File: src/rtl/irq_pkg.sv
package irq_pkg;

   localparam int unsigned REG_W      = 16;
   localparam int unsigned MASK_W     = REG_W - 1;
   localparam int unsigned NUM_EXT    = 3;
   localparam int unsigned MASTER_BIT = 14;
   localparam int unsigned SETCLR_BIT = 15;
   localparam int unsigned VBLANK_BIT = 5;
   localparam int unsigned TOP_LEVEL_BIT = 13;

   typedef logic [2:0]        lvl_t;
   typedef logic [MASK_W-1:0] mask_t;

   typedef enum logic {
      SEL_PEND   = 1'b0,
      SEL_ENABLE = 1'b1
   } reg_sel_e;

   // pending-bit index fed by each external pin
   function automatic int unsigned ext_bit(input int unsigned idx);
      case (idx)
         0:       return 3;
         1:       return 4;
         default: return 13;
      endcase
   endfunction

   // priority level carried by each pending bit
   function automatic lvl_t bit_level(input int unsigned b);
      if (b <= 2)       return 3'd1;
      else if (b == 3)  return 3'd2;
      else if (b <= 6)  return 3'd3;
      else if (b <= 10) return 3'd4;
      else if (b <= 12) return 3'd5;
      else if (b == 13) return 3'd6;
      else              return 3'd0;
   endfunction

endpackage

File: src/rtl/irq_edge_cap.sv
module irq_edge_cap #(
   parameter bit ACT_LOW    = 1'b1,
   parameter bit LEVEL_MODE = 1'b0
) (
   input  logic clk,
   input  logic rst_n,
   input  logic pin,
   output logic evt
);
   logic act;
   logic act_q;

   assign act = ACT_LOW ? ~pin : pin;

   always_ff @(posedge clk or negedge rst_n) begin
      if (!rst_n) act_q <= 1'b0;
      else        act_q <= act;
   end

   generate
      if (LEVEL_MODE) begin : g_level
         assign evt = act;
      end else begin : g_edge
         assign evt = act & ~act_q;
      end
   endgenerate

endmodule

File: src/rtl/irq_delay_line.sv
module irq_delay_line #(
   parameter int unsigned DEPTH = 4
) (
   input  logic clk,
   input  logic rst_n,
   input  logic din,
   output logic dout
);
   generate
      if (DEPTH < 1) begin : g_bad_depth
         $error("irq_delay_line: DEPTH must be at least 1");
      end
      if (DEPTH == 1) begin : g_single
         logic stage_q;
         always_ff @(posedge clk or negedge rst_n) begin
            if (!rst_n) stage_q <= 1'b0;
            else        stage_q <= din;
         end
         assign dout = stage_q;
      end else begin : g_chain
         logic [DEPTH-1:0] chain_q;
         always_ff @(posedge clk or negedge rst_n) begin
            if (!rst_n) chain_q <= '0;
            else        chain_q <= {chain_q[DEPTH-2:0], din};
         end
         assign dout = chain_q[DEPTH-1];
      end
   endgenerate

endmodule

File: src/rtl/irq_level_enc.sv
module irq_level_enc
   import irq_pkg::*;
(
   input  mask_t pend,
   input  mask_t enab,
   output lvl_t  ipl_n
);
   mask_t live;
   lvl_t  best;

   assign live = pend & enab;

   always_comb begin
      best = 3'd0;
      for (int unsigned b = 0; b <= TOP_LEVEL_BIT; b++) begin
         if (live[b] && (bit_level(b) > best)) best = bit_level(b);
      end
      if (!enab[MASTER_BIT]) best = 3'd0;
   end

   assign ipl_n = ~best;

endmodule

File: src/rtl/irq_prio_ctrl.sv
module irq_prio_ctrl
   import irq_pkg::*;
#(
   parameter int unsigned EXT_DELAY      = 4,
   parameter int unsigned VB_DELAY       = 2,
   parameter logic [2:0]  EXT_LEVEL_MASK = 3'b000
) (
   input  logic        clk,
   input  logic        rst_n,
   input  logic        wr_en,
   input  logic        wr_sel,
   input  logic [15:0] wr_data,
   input  logic [14:0] int_set,
   input  logic        vstrobe,
   input  logic [2:0]  ext_n,
   output logic [15:0] req_rd,
   output logic [2:0]  ipl_n
);
   localparam int unsigned VB_STAGES = VB_DELAY;

   generate
      if (EXT_DELAY < 1) begin : g_bad_ext
         $error("irq_prio_ctrl: EXT_DELAY must be at least 1");
      end
      if (VB_DELAY < 1) begin : g_bad_vb
         $error("irq_prio_ctrl: VB_DELAY must be at least 1");
      end
      if (REG_W != 16) begin : g_bad_w
         $error("irq_prio_ctrl: register width must be 16");
      end
   endgenerate

   mask_t req_q, en_q;
   mask_t req_w, en_w, req_d;
   mask_t hw_set, ext_hits;
   mask_t wr_mask;
   logic  wr_set;
   logic [NUM_EXT-1:0] ext_evt, ext_late;
   logic  vb_evt, vb_late;

   // per-pin capture and delay
   generate
      for (genvar gi = 0; gi < NUM_EXT; gi++) begin : g_ext
         irq_edge_cap #(
            .ACT_LOW    (1'b1),
            .LEVEL_MODE (EXT_LEVEL_MASK[gi])
         ) u_cap (
            .clk   (clk),
            .rst_n (rst_n),
            .pin   (ext_n[gi]),
            .evt   (ext_evt[gi])
         );
         irq_delay_line #(.DEPTH(EXT_DELAY)) u_dly (
            .clk   (clk),
            .rst_n (rst_n),
            .din   (ext_evt[gi]),
            .dout  (ext_late[gi])
         );
      end
   endgenerate

   // vertical strobe: rising edge then short delay
   irq_edge_cap #(.ACT_LOW(1'b0), .LEVEL_MODE(1'b0)) u_vb_cap (
      .clk   (clk),
      .rst_n (rst_n),
      .pin   (vstrobe),
      .evt   (vb_evt)
   );
   irq_delay_line #(.DEPTH(VB_STAGES - 1 + 1)) u_vb_dly (
      .clk   (clk),
      .rst_n (rst_n),
      .din   (vb_evt),
      .dout  (vb_late)
   );

   always_comb begin
      ext_hits = '0;
      for (int unsigned i = 0; i < NUM_EXT; i++) begin
         ext_hits[ext_bit(i)] = ext_late[i];
      end
      ext_hits[VBLANK_BIT] = ext_hits[VBLANK_BIT] | vb_late;
   end

   assign hw_set  = int_set | ext_hits;
   assign wr_mask = wr_data[MASK_W-1:0];
   assign wr_set  = wr_data[SETCLR_BIT];

   always_comb begin
      req_w = req_q;
      en_w  = en_q;
      if (wr_en) begin
         if (reg_sel_e'(wr_sel) == SEL_PEND) begin
            req_w = wr_set ? (req_q | wr_mask) : (req_q & ~wr_mask);
         end else begin
            en_w  = wr_set ? (en_q | wr_mask) : (en_q & ~wr_mask);
         end
      end
      // hardware sets are applied after software, so they win
      req_d = req_w | hw_set;
   end

   always_ff @(posedge clk or negedge rst_n) begin
      if (!rst_n) begin
         req_q <= '0;
         en_q  <= '0;
      end else begin
         req_q <= req_d;
         en_q  <= en_w;
      end
   end

   irq_level_enc u_enc (
      .pend  (req_q),
      .enab  (en_q),
      .ipl_n (ipl_n)
   );

   assign req_rd = {1'b0, req_q};

endmodule

File: config.mk
export PLATFORM = sky130hd
export DESIGN_NAME = irq_prio_ctrl
export DESIGN_NICKNAME = d
export VERILOG_FILES = /design/src/rtl/irq_pkg.sv /design/src/rtl/irq_edge_cap.sv /design/src/rtl/irq_delay_line.sv /design/src/rtl/irq_level_enc.sv /design/src/rtl/irq_prio_ctrl.sv
export SDC_FILE = /design/constraint.sdc
export NUM_CORES = 1
export LEC_CHECK = 0
export BUFFER_PORTS_ARGS = -buffer_cell sky130_fd_sc_hd__buf_2
export CAP_MARGIN = 20
export CELL_PAD_IN_SITES_DETAIL_PLACEMENT = 1
export CELL_PAD_IN_SITES_GLOBAL_PLACEMENT = 2
export CORE_MARGIN = 2
export CORE_UTILIZATION = 36
export DETAILED_ROUTE_END_ITERATION = 12
export PLACE_DENSITY_LB_ADDON = 0.1
export SYNTH_ARGS = -nofsm -noshare
export SYNTH_HDL_FRONTEND = slang
export SYNTH_SLANG_ARGS = --single-unit
File: constraint.sdc
create_clock -name clk -period 2.69 [get_ports clk]
set_input_delay 0.1345 -clock clk [delete_from_list [all_inputs] [get_ports clk]]
set_output_delay 0.1345 -clock clk [all_outputs]
set_load 0.05 [all_outputs]
After elaboration in Yosys (flattened, before gate mapping)
Cells that the tools add are included.
- output and inout port bits: 19
- word-level logic and storage cells: 76
- register bits: 48
- magnitude comparators: 13
- muxes and demuxes: 19
- reduce and logical (&&, ||, !) cells: 14
- bitwise gates (word level): 20
- operators by type and width (cell ; number):
    2-to-1 mux 15 bit ; 4
    OR 15 bit ; 3
    2-to-1 mux 3 bit ; 14
    AND 15 bit ; 2
    > comparator 3 bit, first input constant ; 7
    NOT 15 bit ; 1
    OR 15 x 14 -> 15 bit ; 1
    AND 14 bit ; 1
    logical AND 1 bit ; 13
    > comparator 2 x 3 -> 1 bit, first input constant ; 4
    NOT 1 bit ; 7
    > comparator 1 x 3 -> 1 bit, first input constant ; 2
    AND 1 bit ; 4
    NOT 3 bit ; 1
    AND reduction 2 bit ; 1
    2-to-1 mux 1 bit ; 1

Longest topological paths before layout
- depth after elaboration: 43
- mapped depth: 5

Hierarchy
Synthesis repeated with hierarchy kept, for this count alone.
- cell total of the unflattened synthesis: 171
- area total of the unflattened synthesis: 2042.0 µm²
- modules (own cells, without submodules) (module ; times used ; area each (µm²) ; cells an instance):
    irq_prio_ctrl ; 1 ; 1438.9 ; 131
    irq_delay_line (g_ext[0].u_dly ...) ; 3 ; 100.1 ; 4
    irq_level_enc ; 1 ; 116.4 ; 15
    irq_edge_cap (g_ext[0].u_cap ...) ; 3 ; 32.5 ; 3
    irq_delay_line (u_vb_dly) ; 1 ; 50.0 ; 2
    irq_edge_cap (u_vb_cap) ; 1 ; 38.8 ; 2

Least setup slack after synthesis
Ideal clock, no wire load.
- path kind: register to output
- start: register req_q[8]
- end: output ipl_n[0]
- cell stages (with the launch flop): 4
- path buffers: 0
- slack: 0.818 ns
- data required time: 2.556 ns
- data arrival time: 1.737 ns
- path through: dfrtp_1 -> a22o_1 -> nor2_1 -> o2111ai_1
- longest elaborated chain between the ends: 20
- ends and longest elaborated chain (item ; RTL line ; source):
    start: declaration ; irq_prio_ctrl.sv:33 ; mask_t req_q, en_q;
    start signal: assignment ; irq_prio_ctrl.sv:107 ; req_q <= req_d;
    AND 14 bit (*) ; irq_level_enc.sv:11 ; assign live = pend & enab;
    logical AND 1 bit (*) ; irq_level_enc.sv:16 ; if (live[b] && (bit_level(b) > best)) best = bit_level(b);
    2-to-1 mux 3 bit (*) ; irq_level_enc.sv:16 ;
    > comparator 3 bit ; irq_level_enc.sv:16 ;
    logical AND 1 bit ; irq_level_enc.sv:16 ;
    2-to-1 mux 3 bit (*) ; irq_level_enc.sv:16 ;
    > comparator 3 bit ; irq_level_enc.sv:16 ;
    logical AND 1 bit ; irq_level_enc.sv:16 ;
    [4 not listed] ; n/a ;
    > comparator 3 bit ; irq_level_enc.sv:16 ;
    logical AND 1 bit ; irq_level_enc.sv:16 ;
    2-to-1 mux 3 bit (*) ; irq_level_enc.sv:16 ;
    > comparator 3 bit ; irq_level_enc.sv:16 ;
    logical AND 1 bit ; irq_level_enc.sv:16 ;
    2-to-1 mux 3 bit (*) ; irq_level_enc.sv:16 ;
    2-to-1 mux 3 bit (*) ; irq_level_enc.sv:18 ; if (!enab[MASTER_BIT]) best = 3'd0;
    NOT 3 bit (*) ; irq_level_enc.sv:21 ; assign ipl_n = ~best;
    end: declaration ; irq_prio_ctrl.sv:17 ; output logic [2:0] ipl_n
Mark *: on every way between the ends. The rest lies on a longest branch, timed or not.

==> impl_metrics.toml <==
[floorplan]
placementRows = 27
die_area_um2 = 6110
ios = 58
die_h_um = 78.2
design.core.area_um2 = 5410
die_w_um = 78.2
initial_utilization_pct = 36.7

[sta]
timing.hold.ws_ns = 0.0181
grt_setup_unrepaired = "no"
finalCritPeriodShare_pct = 70.1
tightestPinTransition_ns = 0.637
hold_viol = 0
setup_violations = 0
fmax_mhz = 530
relSlewSlack_pct = 57.4
fin_worst_skew_ns = 0.00291
fin_setup_tns_ns = 0
fin_crit_ns = 1.89
drv_slew = 0

[detailed_routing]
maxUsedRoutingLayer = "met4"
dr_wl_met2_mm = 2.19
routed_wl_mm = 4.40
ant_nets = 0
wl_per_cell_um = 15.7
firstDrtPassIters = 4
drt-met1-wl_mm = 1.96
drtIter0Drc = 49
via_count = 1433
via_per_inst = 5.10
drc_errors = 0
dr_wl_met3_um = 212

[clock_tree]
cts_tree = "done"
cts-buffers-inserted = 5
insertion_delay_ns = 0.30
clkSlewWorstSetupHoldPaths_ns = 0.09
clock_path_buffers = 2
cts_root_buffer = "clkbuf_8"
cts_htree_levels = 2
cts.sinks = 48

[final_layout]
area_delta_synth_final_pct = 24.3
stdcell_area_um2 = 2460
drive_gt1_share_pct = 39.2
fillers = 593
n_antenna_cell = 0
final_nets = 247
instances_no_fill = 281

[critical_path]
critPathMaxFanout = 2
critPathLaunchType = "register"
critical_path_buf_inv_count = 1
slowest_stage = "a222oi_1"
cp_top_family = "compound AO/OA/AOI/OAI gates"
crit_arrival_ns = 1.75
crit_chain = "a222oi_1 > o211ai_1 > o2111ai_1 > buf_2"
required_ns = 2.56
reg2reg_from = "req_q[11]"
crit_type = "register to primary output"
cpPeakStageDelay_ns = 0.45
cp-end-kind = "primary output"

[grt]
grt_use_total_pct = 15.4
grt_pass1_wl_mm = 7.44
antenna_found_initial = 0
grt_max_degree = 49
grt_pass1_vias = 1556
gr-total-overflow = 0

[yosys]
synth-seq-cells = 48
syn_avg_cell_area_um2 = 13.4
synthesis.area_um2 = 1980
synth_warnings = 0
syn_nets = 187
synth_top_area_share_pct = 60.6
synth_cells = 148
synthTopCellsByArea = "dfrtp_1 61%, mux2_4 7.6%, a311o_1 5.6%"
ys_types = 27
synth_area_leader_cell = "dfrtp_1"
ys_seq_area_share_pct = 60.6

[placement]
port-buffer-count = 56
placed_cells = 267
gp_congestion = 0.773
dpl-instance-area_um2 = 2280
dp_hpwl_mm = 3.08

[job]
cap_violations = 0

[power_and_ir_drop]
vdd_drop_max_mv = 0.370
power_density_nw_per_um2 = 673
p_leak_nw = 1.12

[hold_path]
hold_path_class = "input pin to register"
hold_start = "int_set[13]"

[run_status]
status = "finished, final reports clean"
==> logic make-up after synthesis <==
kind of cell    share of synthesized area, %
mux                                     10.4
buf+inv                                 4.29
simple gates                            8.14
compound gates                          16.4
flops                                   60.6
other cells                            0.189
==> path summary, 6_finish.rpt <==
path	cells after the start	slack, ns	end
worst max-delay path	4	0.80	ipl_n[0]
worst min-delay path	2	0.02	req_q[13]
worst max register to register	2	1.67	req_q[11]
worst min register to register	0	0.36	g_ext[1].u_dly.g_chain.chain_q[1]
max in group asynchronous	3	2.02	req_q[12]
min in group asynchronous	2	0.21	async pin
==> placed cells by master, fill, tap and decap left out, drive strengths merged, types with 2 or more instances in the layout <==
master | synthesis | layout
a22o | 3 | 3
a311o | 11 | 11
a21boi | 11 | 11
inv | 4 | 4
a222oi | 2 | 2
nand2 | 21 | 21
mux2 | 15 | 15
nor2b | 2 | 2
a2111o | 4 | 4
and2 | 2 | 2
buf | 7 | 57
clkbuf | 2 | 5
dfrtp | 48 | 48
nand3 | 2 | 2
nor2 | 4 | 4
dlygate4sd3 | 0 | 5
and3 | 4 | 4
==> per-stage QoR <==
step                setup slack (ns)  power [W]  utilization (%)
floorplan                      0.818    0.00105                -
global placement                1.15    0.00114             42.2
detailed placement              1.10    0.00115             42.2
CTS                            0.768    0.00168             45.0
global route                   0.700    0.00174             45.6
finish                         0.804    0.00166             45.6
==> what timing repair did <==
item                      CTS  global route
resized for setup           0             0
setup buffers               0             0
hold buffers                4             1
hold endpoints to repair    7            48
==> area by class of cell <==
| type | instances | area (um^2) | share of cell area [%] |
|---|---|---|---|
| sequential | 48 | 1200 | 48.8 |
| multi-input combinational | 87 | 696 | 28.2 |
| timing repair buffer | 62 | 350 | 14.2 |
| tap | 72 | 90.1 | 3.66 |
| clock buffer | 5 | 68.8 | 2.79 |
| clock inverter | 3 | 42.5 | 1.73 |
| inverter | 4 | 15.0 | 0.609 |
==> cells in the mapped netlist <==
| cell | n |
|---|---|
| nor2b_1 | 1 |
| conb_1 | 1 |
| o2111ai_1 | 1 |
| buf_2 | 2 |
| a311o_1 | 11 |
| mux2_4 | 10 |
| a2111o_1 | 4 |
| o211ai_1 | 1 |
| buf_6 | 2 |
| inv_1 | 4 |
| nand3_1 | 2 |
| a21boi_0 | 11 |
| mux2_2 | 5 |
| a31o_2 | 1 |
| buf_8 | 1 |
| dfrtp_1 | 48 |
| a22o_1 | 3 |
| nor2b_4 | 1 |
| and3_1 | 4 |
| nor2_1 | 4 |
| buf_4 | 2 |
| nand2_1 | 21 |
| clkbuf_1 | 2 |
| and2_1 | 2 |
| a222oi_1 | 2 |
| a22oi_1 | 1 |
| o31ai_1 | 1 |
==> power breakdown <==
part / total, W / internal (W) / switching [W]
logic: 0.000313 / 0.000133 / 0.000180
clock network: 0.000517 / 0.000275 / 0.000241
registers: 0.000829 / 0.000788 / 0.0000409
==> worst reg2reg max path, stage by stage, from the launching register on <==
cell and delay [ns]:
dfrtp_1 0.42, a21boi_0 0.14, a311o_1 0.35
==> per-layer routing <==
layer | track usage, % | vias to the layer above
li1 | - | 656
met1 | 19.9 | 735
met2 | 26.4 | 37
met3 | 3.56 | 5
met4 | 3.68 | 0
met5 | 0 | -
Note: power is estimated with default switching activity, not from simulation.
